**src/rtl/q15_pair_pkg.sv**
```systemverilog
`timescale 1ns/1ps
package q15_pair_pkg;
  localparam int unsigned DEF_LANE_W   = 16;
  localparam int unsigned DEF_LANES    = 2;
  localparam int unsigned DEF_RES_W    = 64;
  localparam int unsigned DEF_FLAG_BIT = 21;

  // Width needed to carry a bit index up to and including max_bit.
  function automatic int unsigned idx_width(input int unsigned max_bit);
    return (max_bit < 2) ? 1 : $clog2(max_bit + 1);
  endfunction
endpackage

```
**src/rtl/q15_lane_mul.sv**
```systemverilog
`timescale 1ns/1ps
module q15_lane_mul #(
  parameter int unsigned W = 16
) (
  input  logic [W-1:0] op_a,
  input  logic [W-1:0] op_b,
  output logic [W-1:0] lane_res,
  output logic         lane_sat
);
  localparam int unsigned PW = 2 * W;
  localparam logic [W-1:0] MOST_NEG = {1'b1, {(W-1){1'b0}}};
  localparam logic [W-1:0] MOST_POS = {1'b0, {(W-1){1'b1}}};

  // Full-width signed product of two fractional lanes.
  function automatic logic signed [PW-1:0] frac_product(input logic [W-1:0] a,
                                                        input logic [W-1:0] b);
    logic signed [PW-1:0] wa;
    logic signed [PW-1:0] wb;
    wa = $signed({{W{a[W-1]}}, a});
    wb = $signed({{W{b[W-1]}}, b});
    return wa * wb;
  endfunction

  // Doubling into the wide fractional format, then truncation to the high half.
  function automatic logic [W-1:0] frac_high(input logic signed [PW-1:0] p);
    logic [PW-1:0] dbl;
    dbl = {p[PW-2:0], 1'b0};
    return dbl[PW-1:W];
  endfunction

  logic signed [PW-1:0] product;
  logic                 corner;

  always_comb begin
    product  = frac_product(op_a, op_b);
    corner   = (op_a == MOST_NEG) && (op_b == MOST_NEG);
    lane_res = corner ? MOST_POS : frac_high(product);
    lane_sat = corner;
  end
endmodule

```
**src/rtl/q15_lane_pack.sv**
```systemverilog
`timescale 1ns/1ps
module q15_lane_pack #(
  parameter int unsigned W     = 16,
  parameter int unsigned LANES = 2,
  parameter int unsigned RES_W = 64
) (
  input  logic [LANES*W-1:0] lanes_in,
  output logic [RES_W-1:0]   packed_out
);
  localparam int unsigned PAIR_W = LANES * W;
  localparam int unsigned FILL_W = RES_W - PAIR_W;

  generate
    if (FILL_W > 0) begin : g_fill
      assign packed_out = {{FILL_W{lanes_in[PAIR_W-1]}}, lanes_in};
    end else begin : g_nofill
      assign packed_out = lanes_in[RES_W-1:0];
    end
  endgenerate
endmodule

```
**src/rtl/q15_out_stage.sv**
```systemverilog
`timescale 1ns/1ps
module q15_out_stage #(
  parameter int unsigned RES_W = 64
) (
  input  logic             clk,
  input  logic             rst_n,
  input  logic             d_valid,
  input  logic [RES_W-1:0] d_result,
  input  logic             d_sat,
  output logic             q_valid,
  output logic [RES_W-1:0] q_result,
  output logic             q_flag
);
  always_ff @(posedge clk) begin
    if (!rst_n) begin
      q_valid  <= 1'b0;
      q_result <= '0;
      q_flag   <= 1'b0;
    end else begin
      q_valid <= d_valid;
      q_flag  <= d_valid & d_sat;
      if (d_valid) begin
        q_result <= d_result;
      end
    end
  end
endmodule

```
**src/rtl/q15_pair_mul.sv**
```systemverilog
`timescale 1ns/1ps
module q15_pair_mul
  import q15_pair_pkg::*;
#(
  parameter int unsigned LANE_W   = DEF_LANE_W,
  parameter int unsigned LANES    = DEF_LANES,
  parameter int unsigned RES_W    = DEF_RES_W,
  parameter int unsigned FLAG_BIT = DEF_FLAG_BIT,
  localparam int unsigned PAIR_W  = LANES * LANE_W,
  localparam int unsigned FIDX_W  = idx_width(FLAG_BIT)
) (
  input  logic              clk,
  input  logic              rst_n,
  input  logic              in_valid,
  input  logic [PAIR_W-1:0] src_a,
  input  logic [PAIR_W-1:0] src_b,
  output logic              out_valid,
  output logic [RES_W-1:0]  result,
  output logic              flag_set,
  output logic [FIDX_W-1:0] flag_index
);
  // Named internal events, visible to the bound checker.
  logic [LANES-1:0]  lane_sat;
  logic [PAIR_W-1:0] lane_word;
  logic [RES_W-1:0]  packed_word;
  logic              any_sat;

  generate
    for (genvar i = 0; i < LANES; i++) begin : g_lane
      q15_lane_mul #(.W(LANE_W)) u_lane (
        .op_a     (src_a[i*LANE_W +: LANE_W]),
        .op_b     (src_b[i*LANE_W +: LANE_W]),
        .lane_res (lane_word[i*LANE_W +: LANE_W]),
        .lane_sat (lane_sat[i])
      );
    end
  endgenerate

  assign any_sat = |lane_sat;

  q15_lane_pack #(.W(LANE_W), .LANES(LANES), .RES_W(RES_W)) u_pack (
    .lanes_in   (lane_word),
    .packed_out (packed_word)
  );

  q15_out_stage #(.RES_W(RES_W)) u_stage (
    .clk      (clk),
    .rst_n    (rst_n),
    .d_valid  (in_valid),
    .d_result (packed_word),
    .d_sat    (any_sat),
    .q_valid  (out_valid),
    .q_result (result),
    .q_flag   (flag_set)
  );

  assign flag_index = FIDX_W'(FLAG_BIT);
endmodule

```
**config.mk**
```make
export PLATFORM = sky130hd
export DESIGN_NAME = q15_pair_mul
export DESIGN_NICKNAME = d
export VERILOG_FILES = /design/src/rtl/q15_pair_pkg.sv /design/src/rtl/q15_lane_mul.sv /design/src/rtl/q15_lane_pack.sv /design/src/rtl/q15_out_stage.sv /design/src/rtl/q15_pair_mul.sv
export SDC_FILE = /design/constraint.sdc
export NUM_CORES = 1
export LEC_CHECK = 0
export BUFFER_PORTS_ARGS = -buffer_cell sky130_fd_sc_hd__buf_2
export CAP_MARGIN = 10
export CORE_ASPECT_RATIO = 0.5
export CORE_MARGIN = 4
export CORE_UTILIZATION = 55
export CTS_CLUSTER_SIZE = 25
export DETAILED_ROUTE_END_ITERATION = 10
export PLACE_DENSITY = 0.71
export RECOVER_POWER = 50
export SLEW_MARGIN = 10
export SYNTH_ARGS = -nofsm -noshare
export SYNTH_HDL_FRONTEND = slang
export SYNTH_SLANG_ARGS = --single-unit
```
**constraint.sdc**
```tcl
create_clock -name clk -period 8.8 [get_ports clk]
set_input_delay 2.64 -clock clk [delete_from_list [all_inputs] [get_ports clk]]
set_output_delay 2.64 -clock clk [all_outputs]
set_load 0.02 [all_outputs]
```
# Yosys cells after proc, flatten, opt, wreduce, memory -nomap -nowiden
# Cells that the tools add are included.
# op_classes
addsub	0
multipliers	2
div_mod_pow	0
n_lt_le_gt_ge	0
eq_ne	4
shifts	0
mux	2
bitwise	1
reduce_logical	3
# ops
cell	n
$eq 16x16->1 const B	4
$mul 16x16->31	2
$mux 16	2
$logic_and 1x1->1	2
$reduce_or 2->1	1
$and 1x1->1	1
# word_totals
reg_bits	34
latch_bits	0
mem_bits_rw	0
romBits	0
inputBits	67
out_inout_bits	71
memories	0

# Longest topological paths before layout
# Gate-level depths: netlist of run 1.
# logic_depth
depth_word	4
ltp_mapped	23
mapped_depth_nobuf	21

# Modules after synthesis
# A second synthesis of run 1 with hierarchy kept.
# hier_totals
hier_cells	2438
hier_area_um2	22263.9
# modules_own_cells
mod	instances	cells_per_inst	area_each_um2	seq_area_each_um2
q15_lane_mul at g_lane[0].u_lane	1	1095	9669.3	0.0
q15_lane_mul at g_lane[1].u_lane	1	1060	9537.9	0.0
q15_out_stage	1	211	2524.9	1321.3
q15_lane_pack	1	64	480.5	0.0
q15_pair_mul	1	8	51.3	0.0

# Worst setup path before layout of run 1
# No wires, ideal clock.
# synth_path
kind	input-to-reg
startpoint	input src_a[31]
endpoint	register u_stage.q_result[27]
setup_ns	0.134
arrival_ns	8.151
t_required_ns	8.666
setup_slack_ns	0.515
path_stages	21
path_buffers	2
cell_sequence	clkbuf_1 clkbuf_1 nand2_1 inv_1 fa_1 fa_1 fa_1 fa_1 fa_1 inv_1 fa_1 inv_1 ha_1 a21o_1 nand2_1 nand2_1 a211o_1 o2111a_2 or4_1 nand2_1 a21oi_1
# synth_via
elab_chain_len	3
# synth_lines
element	line_no	source
start, declared	q15_pair_mul.sv:15	input logic [PAIR_W-1:0] src_a,
branches (longest 2 deep; another with $mul 16x16->31)	n/a	
$mux 16 (*)	q15_lane_mul.sv:37	lane_res = corner ? MOST_POS : frac_high(product);
end signal, assigned	q15_out_stage.sv:23	q_result <= d_result;
end, declared	q15_out_stage.sv:11	output logic [RES_W-1:0] q_result,
# Every way passes the cells marked *.
# A chain may end at the register's enable or synchronous reset.

# Worst setup path after layout of run 1
# layout_path
startpoint	input src_b[18]
endpoint	register u_stage.q_result[30]
# layout_via
elab_chain_len	3
# layout_lines
element	line_no	source
start, declared	q15_pair_mul.sv:16	input logic [PAIR_W-1:0] src_b,
branches (longest 2 deep; another with $mul 16x16->31)	n/a	
$mux 16 (*)	q15_lane_mul.sv:37	
# Marks and branches as above.

==> flow_metrics.py, run 1 <==
metrics = {
    "run_status": {
        "status": "complete, but fails checks",
        "violations": "max-capacitance violations, max-slew violations",
    },
    "timing": {
        "max_slew_margin": -0.0741,
        "worst_pin_slew_ps": 1610,
        "finalClockSkew_ps": 0,
        "rsz0062_at_grt": "no",
        "fin_crit_sh": 0.926,
        "slew_viol_final": 46,
        "fmax_mhz": 123,
        "setup_viol": 0,
        "finalCriticalPeriod_ps": 8150,
        "setup_tns_ps": 0,
        "hold_viol": 0,
    },
    "routing": {
        "routed-via-count": 14366,
        "firstDrtPassIters": 5,
        "postRouteAntennaNets": 0,
        "drc_errors": 0,
        "drt_iter0_drc": 835,
        "vias_per_cell": 5.23,
        "drt-total-wl_mm": 46.4,
        "wl_per_cell_microns": 16.9,
    },
    "final_layout": {
        "seq_area_sq_um": 681,
        "antenna_cells": 0,
        "area_growth_pct": 4.77,
        "layout_common_cells": "inv_1, fa_1, nand2_1",
        "drive_gt1_frac": 0.0575,
        "nFillCells": 3193,
        "nets": 2991,
        "multiInputGateArea_sq_mm": 0.0167,
        "final_common_cell": "inv_1",
    },
    "clock_network": {
        "postCtsHoldBufs": 0,
        "clockBufferDepth": 2,
        "numCtsBuffers": 5,
        "clkLatencyLatePin_ps": 270,
        "root_buffer": "clkbuf_16",
        "cts_resized": 0,
        "worst_setup_hold_path_clk_slew_ps": 60,
        "cts_setup_buffers": 0,
        "cts.htree.levels": 2,
        "cts_tree": "done",
        "cts.sinks": 34,
    },
    "global_route": {
        "grtUsageTotal": 0.247,
        "antenna_found_initial": 0,
        "grt_pass1_wl_mm": 79.5,
        "grt.overflow.total": 0,
        "grt_max_degree": 46,
        "grt_pass1_vias": 15585,
    },
    "synthesis": {
        "synth_edf_count": 0,
        "yosysWarnings": 0,
        "yosysUniqueCellTypes": 61,
        "ys_ff_latch": 34,
        "netlist_instances": 2216,
        "synth.avg_cell_area_sq_um": 9.07,
        "yosysSeqAreaShare": 0.0339,
        "syn-cell-area_sq_mm": 0.0201,
        "ys.flop_type": "dfxtp_1",
        "async_flop_share": 0,
    },
    "worst_setup_path": {
        "critPathMaxFanout": 17,
        "critPathMostFrequentCell": "fa_1",
        "cp.arrival_ps": 8340,
        "start_kind": "input port",
        "slowest_delay_ps": 680,
        "crit_type": "input port to register",
        "critical_path_required_ps": 8990,
        "worstSetupEndpointType": "register",
        "crit_slowest_cell": "fa_1",
        "r2r_cells": 4,
        "path_cells": "buf_2 > nand2_1 > inv_1 > fa_1 > inv_1 > fa_1 > inv_1 > fa_1 > fa_1 > fa_1 > inv_1 > fa_1 > inv_1 > ha_1 > o21ai_0 > a21oi_1 > o2111a_2 > nor2_2 > o2111a_1 > a211oi_2",
    },
    "placed_design": {
        "portBuffers": 132,
        "place_congestion": 0.904,
        "dpl.hpwl_mm": 38.9,
    },
    "job": {
        "cap_viol_max_count": 1,
    },
    "die": {
        "design.core.area_sq_mm": 0.0360,
        "rows": 49,
        "ioPinCount": 138,
        "die_area_sq_mm": 0.0398,
        "die_y_microns": 143,
        "initial_utilization": 0.558,
        "fp.dieW_microns": 278,
    },
    "worst_hold_path": {
        "hp-class": "register to register",
        "min_path_cells": 2,
    },
}
## flip-flops by register name, indices dropped and copies added, names as in the netlist
register          count
u_stage.q_result     32
u_stage.q_valid       1
u_stage.q_flag        1
## layout make-up
class                      count  share of cell area
clock buffer                   6             0.00660
tap                          484              0.0288
inverter                     569               0.101
multi-input combinational   1492               0.792
timing repair buffer         158              0.0377
clock inverter                 2            0.000594
sequential                    34              0.0323
## worst max-delay path: cells and delay by family
family                   cells  cell delay (ps)
AO/OA/AOI/OAI                5             1180
adder cells (fa/ha/maj)      7             3480
buffers and inverters        6              810
AND/OR/NAND/NOR              2              230
## routing by layer
metal / part of all wire / vias to the layer above / GRT usage
li1: - / 6510 / -
met1: 0.42 / 7265 / 0.344
met2: 0.48 / 501 / 0.420
met3: 0.076 / 90 / 0.0309
met4: 0.026 / 0 / 0.0597
met5: 0 / - / 0
## Yosys cell counts, types with 3 or more instances
| library cell | instances | area (sq um) |
|---|---|---|
| a211oi_1 | 4 | 30.0 |
| a21o_1 | 9 | 67.6 |
| a21oi_1 | 51 | 255 |
| a31oi_1 | 4 | 25.0 |
| and2_1 | 235 | 1470 |
| and3_1 | 4 | 25.0 |
| and4_1 | 4 | 35.0 |
| buf_4 | 37 | 278 |
| clkbuf_1 | 86 | 323 |
| dfxtp_1 | 34 | 681 |
| fa_1 | 510 | 10200 |
| ha_1 | 154 | 1930 |
| inv_1 | 568 | 2130 |
| nand2_1 | 272 | 1020 |
| nand2b_1 | 10 | 62.6 |
| nand3_1 | 11 | 55.1 |
| nand4_1 | 11 | 68.8 |
| nor2_1 | 34 | 128 |
| nor2b_1 | 3 | 18.8 |
| nor3_1 | 5 | 25.0 |
| nor4_1 | 14 | 87.6 |
| o211ai_1 | 6 | 45.0 |
| o21ai_0 | 36 | 180 |
| o21ai_1 | 15 | 75.1 |
| or3_1 | 4 | 25.0 |
| xnor2_1 | 43 | 377 |
| xor2_1 | 8 | 70.1 |
## through the flow
| stage | cells | instance area (sq um) | setup slack (ps) | hold WS, ps | utilization |
|---|---|---|---|---|---|
| global placement | 2737 | 21000 | 413 | 487 | 0.582 |
| floorplan | 2219 | 20100 | 515 | 541 | - |
| CTS | 2745 | 21100 | 638 | 496 | 0.587 |
| detailed placement | 2737 | 21000 | 389 | 486 | 0.582 |
| finish | 2745 | 21100 | 651 | 504 | 0.585 |
| global route | 2745 | 21100 | 283 | 511 | 0.585 |
## worst paths after layout
kind                             start              endpoint  slack, ps
setup / recovery             src_b[18]  u_stage.q_result[30]        650
hold / removal     u_stage.q_result[7]   u_stage.q_result[7]        500
setup reg to reg  u_stage.q_result[31]  u_stage.q_result[31]       7550
hold reg to reg    u_stage.q_result[7]   u_stage.q_result[7]        500
## cells by family after synthesis
| family | count (synthesis) | synth area share |
|---|---|---|
| buffers and inverters | 693 | 0.136 |
| adders and majority gates | 664 | 0.604 |
| and+or+nand+nor | 616 | 0.154 |
| AOI/OAI and AO/OA | 155 | 0.0489 |
| xor gates and xnor gates | 51 | 0.0222 |
| DFF | 34 | 0.0339 |
| other | 2 | 0.000374 |
| muxes | 1 | 0.000498 |
Power of run 1 is not shown: default switching activity piles up to over one toggle a cycle in this logic, so the estimate is an artifact.
==> run 2: changes to the inputs <==
--- a/config.mk
+++ b/config.mk
@@ -10,9 +10,9 @@
 export CORE_ASPECT_RATIO = 0.5
 export CORE_MARGIN = 4
 export CORE_UTILIZATION = 55
-export CTS_CLUSTER_SIZE = 25
+export CTS_CLUSTER_SIZE = 24
 export DETAILED_ROUTE_END_ITERATION = 10
-export PLACE_DENSITY = 0.71
+export PLACE_DENSITY = 0.76
 export RECOVER_POWER = 50
 export SLEW_MARGIN = 10
 export SYNTH_ARGS = -nofsm -noshare
==> run 2 against run 1 <==
First-iteration DRC count increased by 32%. Clock skew unchanged. Count of clock-buffer cells in the layout unchanged. Design area increased by 0.21%. Critical path depth increased by 1. Hold slack got worse by 24 ps. The flow still finishes with violations (max-capacitance violations, max-slew violations). Wire length increased by 2.0%. Via count increased by 0.72%. Register-to-register slack about the same.
==> flow_metrics.py, run 2 (same netlist as run 1, synthesis figures left out) <==
metrics = {
    "routing": {
        "firstDrtPassIters": 5,
        "vias_per_cell": 5.26,
        "postRouteAntennaNets": 0,
        "drt-total-wl_mm": 47.3,
        "drt_iter0_drc": 1100,
        "routed-via-count": 14469,
        "wl_per_cell_microns": 17.2,
        "drc_errors": 0,
    },
    "die": {
        "die_y_microns": 143,
        "initial_utilization": 0.558,
        "design.core.area_sq_mm": 0.0360,
        "rows": 49,
        "die_area_sq_mm": 0.0398,
        "fp.dieW_microns": 278,
        "ioPinCount": 138,
    },
    "timing": {
        "slew_viol_final": 46,
        "hold_viol": 0,
        "worst_pin_slew_ps": 1550,
        "finalCriticalPeriod_ps": 8190,
        "rsz0062_at_grt": "no",
        "setup_tns_ps": 0,
        "max_slew_margin": -0.0361,
        "fin_crit_sh": 0.931,
        "finalClockSkew_ps": 0,
        "fmax_mhz": 122,
        "setup_viol": 0,
    },
    "clock_network": {
        "cts.htree.levels": 2,
        "cts_resized": 0,
        "cts_setup_buffers": 0,
        "cts_tree": "done",
        "clockBufferDepth": 2,
        "numCtsBuffers": 5,
        "clkLatencyLatePin_ps": 270,
        "cts.sinks": 34,
        "postCtsHoldBufs": 0,
        "worst_setup_hold_path_clk_slew_ps": 60,
        "root_buffer": "clkbuf_16",
    },
    "worst_setup_path": {
        "crit_type": "input port to register",
        "worstSetupEndpointType": "register",
        "critPathMaxFanout": 13,
        "rrSetupSlack_ps": 7540,
        "r2r_cells": 4,
        "critical_path_required_ps": 8990,
        "cp.arrival_ps": 8380,
        "start_kind": "input port",
    },
    "final_layout": {
        "multiInputGateArea_sq_mm": 0.0167,
        "reg_top3": "u_stage.q_result x32, u_stage.q_flag x1, u_stage.q_valid x1",
        "seq_area_sq_um": 681,
        "top_register": "u_stage.q_result",
        "largest_reg_flops": 32,
        "antenna_cells": 0,
        "area_growth_pct": 4.99,
        "layout_common_cells": "inv_1, fa_1, nand2_1",
        "drive_gt1_frac": 0.0600,
        "nets": 2997,
        "nFillCells": 3117,
        "final_common_cell": "inv_1",
    },
    "worst_hold_path": {
        "min_path_cells": 2,
        "hp-class": "register to register",
    },
    "job": {
        "cap_viol_max_count": 1,
    },
    "placed_design": {
        "portBuffers": 132,
        "dpl.hpwl_mm": 39.9,
        "place_congestion": 0.915,
    },
    "global_route": {
        "grt.overflow.total": 0,
        "antenna_found_initial": 0,
        "grt_max_degree": 46,
        "grt_pass1_vias": 16049,
        "grt_pass1_wl_mm": 80.6,
        "grtUsageTotal": 0.251,
    },
    "run_status": {
        "status": "complete, but fails checks",
        "violations": "max-capacitance violations, max-slew violations",
    },
}
## run 2: final timing paths
kind,start,end
worst max-delay path,src_b[17],u_stage.q_result[29]
worst max register to register,u_stage.q_result[31],u_stage.q_result[31]
worst min register to register,u_stage.q_result[15],u_stage.q_result[15]
worst min-delay path,u_stage.q_result[15],u_stage.q_result[15]
## run 2: cell type report
cell class / count / area share
multi-input cells: 1492 / 0.791
clock inverters: 2 / 0.000593
flip-flops and latches: 34 / 0.0323
clock buffers: 6 / 0.00658
repair buffers: 164 / 0.0398
well taps: 484 / 0.0287
inverters: 569 / 0.101
## run 2: metrics by stage
stage          setup slack (ps)  utilization  hold slack [ps]  instances  instance area [sq um]
2_1_floorplan               515            -              541       2219                  20100
3_3_place_gp                420        0.584              468       2743                  21000
3_5_place_dp                358        0.584              471       2743                  21000
4_1_cts                     601        0.588              481       2751                  21200
5_1_grt                     306        0.586              496       2751                  21100
6_report                    609        0.586              480       2751                  21100
## run 2: critical path, cell delays in order
cell      delay (ps)
buf_2            200
nand2_1          150
inv_1             90
fa_1             700
inv_1            120
fa_1             470
inv_1            320
fa_1             510
fa_1             530
fa_1             510
inv_1             50
fa_1             480
inv_1             40
ha_1             320
o21ai_0          100
a21oi_1          280
nand3b_1         120
nand2_1          210
nor2_2            80
o2111a_1         260
a211oi_2         180
## run 2: routing by layer
metal | up-vias | part of all wire | GRT usage
met5 | - | 0 | 0
met2 | 526 | 0.49 | 0.433
met4 | 0 | 0.025 | 0.0618
li1 | 6522 | - | -
met1 | 7334 | 0.41 | 0.332
met3 | 87 | 0.079 | 0.0477
Power of run 2 is left out for the same reason.
==> run 3: changes to the inputs <==
--- a/config.mk
+++ b/config.mk
@@ -7,12 +7,14 @@
 export LEC_CHECK = 0
 export BUFFER_PORTS_ARGS = -buffer_cell sky130_fd_sc_hd__buf_2
 export CAP_MARGIN = 10
+export CELL_PAD_IN_SITES_DETAIL_PLACEMENT = 0
+export CELL_PAD_IN_SITES_GLOBAL_PLACEMENT = 1
 export CORE_ASPECT_RATIO = 0.5
 export CORE_MARGIN = 4
-export CORE_UTILIZATION = 55
+export CORE_UTILIZATION = 50
 export CTS_CLUSTER_SIZE = 24
 export DETAILED_ROUTE_END_ITERATION = 10
-export PLACE_DENSITY = 0.76
+export PLACE_DENSITY = 0.86
 export RECOVER_POWER = 50
 export SLEW_MARGIN = 10
 export SYNTH_ARGS = -nofsm -noshare
==> run 3 against run 2 <==
The run still ends with max-capacitance violations, max-slew violations left. Count of clock-buffer cells in the layout fell by 1. Critical path depth did not move. Worst setup slack got worse by 7.0 ps. Via count fell by 1.3%. Cell count rose by 1.7%. Die area rose by 9.6%. Hold slack improved by 26 ps. Global-route usage fell by 2.3 points. Non-clock buffer count did not move. Design area rose by 0.47%. Utilization fell by 4.6 points.
==> flow_metrics.py, run 3 (same netlist as run 1, synthesis figures left out) <==
metrics = {
    "clock_network": {
        "cts_resized": 0,
        "root_buffer": "clkbuf_16",
        "postCtsHoldBufs": 0,
        "clkLatencyLatePin_ps": 270,
        "worst_setup_hold_path_clk_slew_ps": 60,
        "cts_setup_buffers": 0,
        "cts.sinks": 34,
        "cts.htree.levels": 2,
        "cts_tree": "done",
        "clockBufferDepth": 2,
        "numCtsBuffers": 5,
    },
    "routing": {
        "wl_per_cell_microns": 16.8,
        "routed-via-count": 14281,
        "vias_per_cell": 5.11,
        "drt_iter0_drc": 748,
        "drc_errors": 0,
        "drt-total-wl_mm": 47.1,
        "postRouteAntennaNets": 0,
        "firstDrtPassIters": 5,
    },
    "die": {
        "design.core.area_sq_mm": 0.0392,
        "fp.dieW_microns": 291,
        "rows": 51,
        "initial_utilization": 0.512,
        "die_area_sq_mm": 0.0436,
        "ioPinCount": 138,
        "die_y_microns": 150,
    },
    "worst_setup_path": {
        "reg2reg_from": "u_stage.q_result[31]",
        "r2r_cells": 4,
        "start_kind": "input port",
        "r2r_end": "u_stage.q_result[31]",
        "crit_type": "input port to register",
        "critical_path_required_ps": 8940,
        "cp.arrival_ps": 8340,
        "rrSetupSlack_ps": 7540,
        "critPathMaxFanout": 18,
        "worstSetupEndpointType": "register",
    },
    "placed_design": {
        "place_congestion": 0.867,
        "portBuffers": 132,
        "dpl.hpwl_mm": 39.8,
        "dp_slack_ps": 347,
    },
    "timing": {
        "worst_pin_slew_ps": 1620,
        "hold_viol": 0,
        "rsz0062_at_grt": "no",
        "slew_viol_final": 46,
        "fin_crit_sh": 0.932,
        "postLayoutSetupSlackWorst_ps": 602,
        "finalClockSkew_ps": 0,
        "setup_tns_ps": 0,
        "max_slew_margin": -0.0819,
        "finalCriticalPeriod_ps": 8200,
        "fmax_mhz": 122,
        "setup_viol": 0,
    },
    "job": {
        "cap_viol_max_count": 1,
    },
    "final_layout": {
        "nets": 2997,
        "final_common_cell": "inv_1",
        "largest_reg_flops": 32,
        "antenna_cells": 0,
        "top_register": "u_stage.q_result",
        "nFillCells": 3617,
        "drive_gt1_frac": 0.0600,
        "reg_top3": "u_stage.q_result x32, u_stage.q_flag x1, u_stage.q_valid x1",
        "area_growth_pct": 5.49,
        "layout_common_cells": "inv_1, fa_1, nand2_1",
    },
    "global_route": {
        "antenna_found_initial": 0,
        "grtUsageTotal": 0.227,
        "grt_pass1_vias": 15358,
        "grt_pass1_wl_mm": 80.2,
        "grt_max_degree": 46,
        "grt.overflow.total": 0,
    },
    "run_status": {
        "violations": "max-capacitance violations, max-slew violations",
        "status": "complete, but fails checks",
    },
    "worst_hold_path": {
        "hp-class": "register to register",
        "hold_start": "u_stage.q_result[15]",
        "whs_endpoint": "u_stage.q_result[15]",
        "min_path_cells": 2,
    },
}
-- run 3: cell types whose count changed in the layout (fill, tap and decap cells not counted) --
cell / delta
clkinv_4: +1
clkinvlp_4: -1
bufinv_16: +2
clkbuf_8: -1
clkinv_2: -1
-- run 3: area by class of cell --
| class | count | area, sq um | area share |
|---|---|---|---|
| Inverter | 569 | 2140 | 0.101 |
| Clock inverter | 3 | 68.8 | 0.00325 |
| Multi-Input combinational cell | 1492 | 16700 | 0.787 |
| Sequential cell | 34 | 681 | 0.0321 |
| Clock buffer | 5 | 125 | 0.00590 |
| Tap cell | 530 | 663 | 0.0313 |
| Timing Repair Buffer | 164 | 840 | 0.0396 |
-- run 3: metal layers --
metal | GRT usage | part of all wire | up-vias
li1 | - | - | 6521
met1 | 0.320 | 0.44 | 7309
met2 | 0.383 | 0.48 | 398
met3 | 0.0344 | 0.063 | 53
met4 | 0.0401 | 0.018 | 0
met5 | 0 | 0 | -
-- run 3: how the worst max path moves through the flow --
stage,endpoint,slack (ps),cells past startpoint,startpoint
floorplan,u_stage.q_result[27],510,21,src_a[31]
global placement,u_stage.q_result[27],350,20,src_b[18]
detailed placement,u_stage.q_result[11],350,21,src_a[15]
CTS,u_stage.q_result[30],610,20,src_b[17]
global route,u_stage.q_result[12],200,21,src_a[15]
finish,u_stage.q_result[11],600,21,src_a[15]
-- run 3: stage by stage --
step / hold slack [ps] / util / area (sq um) / instances
after floorplan: 541 / - / 20100 / 2219
after global placement: 493 / 0.537 / 21100 / 2789
after detailed placement: 488 / 0.537 / 21100 / 2789
after CTS: 497 / 0.542 / 21300 / 2797
after global routing: 534 / 0.540 / 21200 / 2797
final: 506 / 0.540 / 21200 / 2797
-- run 3: critical path: stages --
cell and delay (ps):
buf_2 320, nand2_1 180, inv_1 170, fa_1 450, buf_4 190, fa_1 570, fa_1 450, fa_1 510
fa_1 490, inv_1 50, fa_1 470, inv_1 40, ha_1 330, and4_1 240, a31o_1 210, a21oi_1 160
o21ai_1 90, or3_1 340, a21oi_1 180, xor2_1 160, a21oi_1 80
Power of run 3 is left out for the same reason.
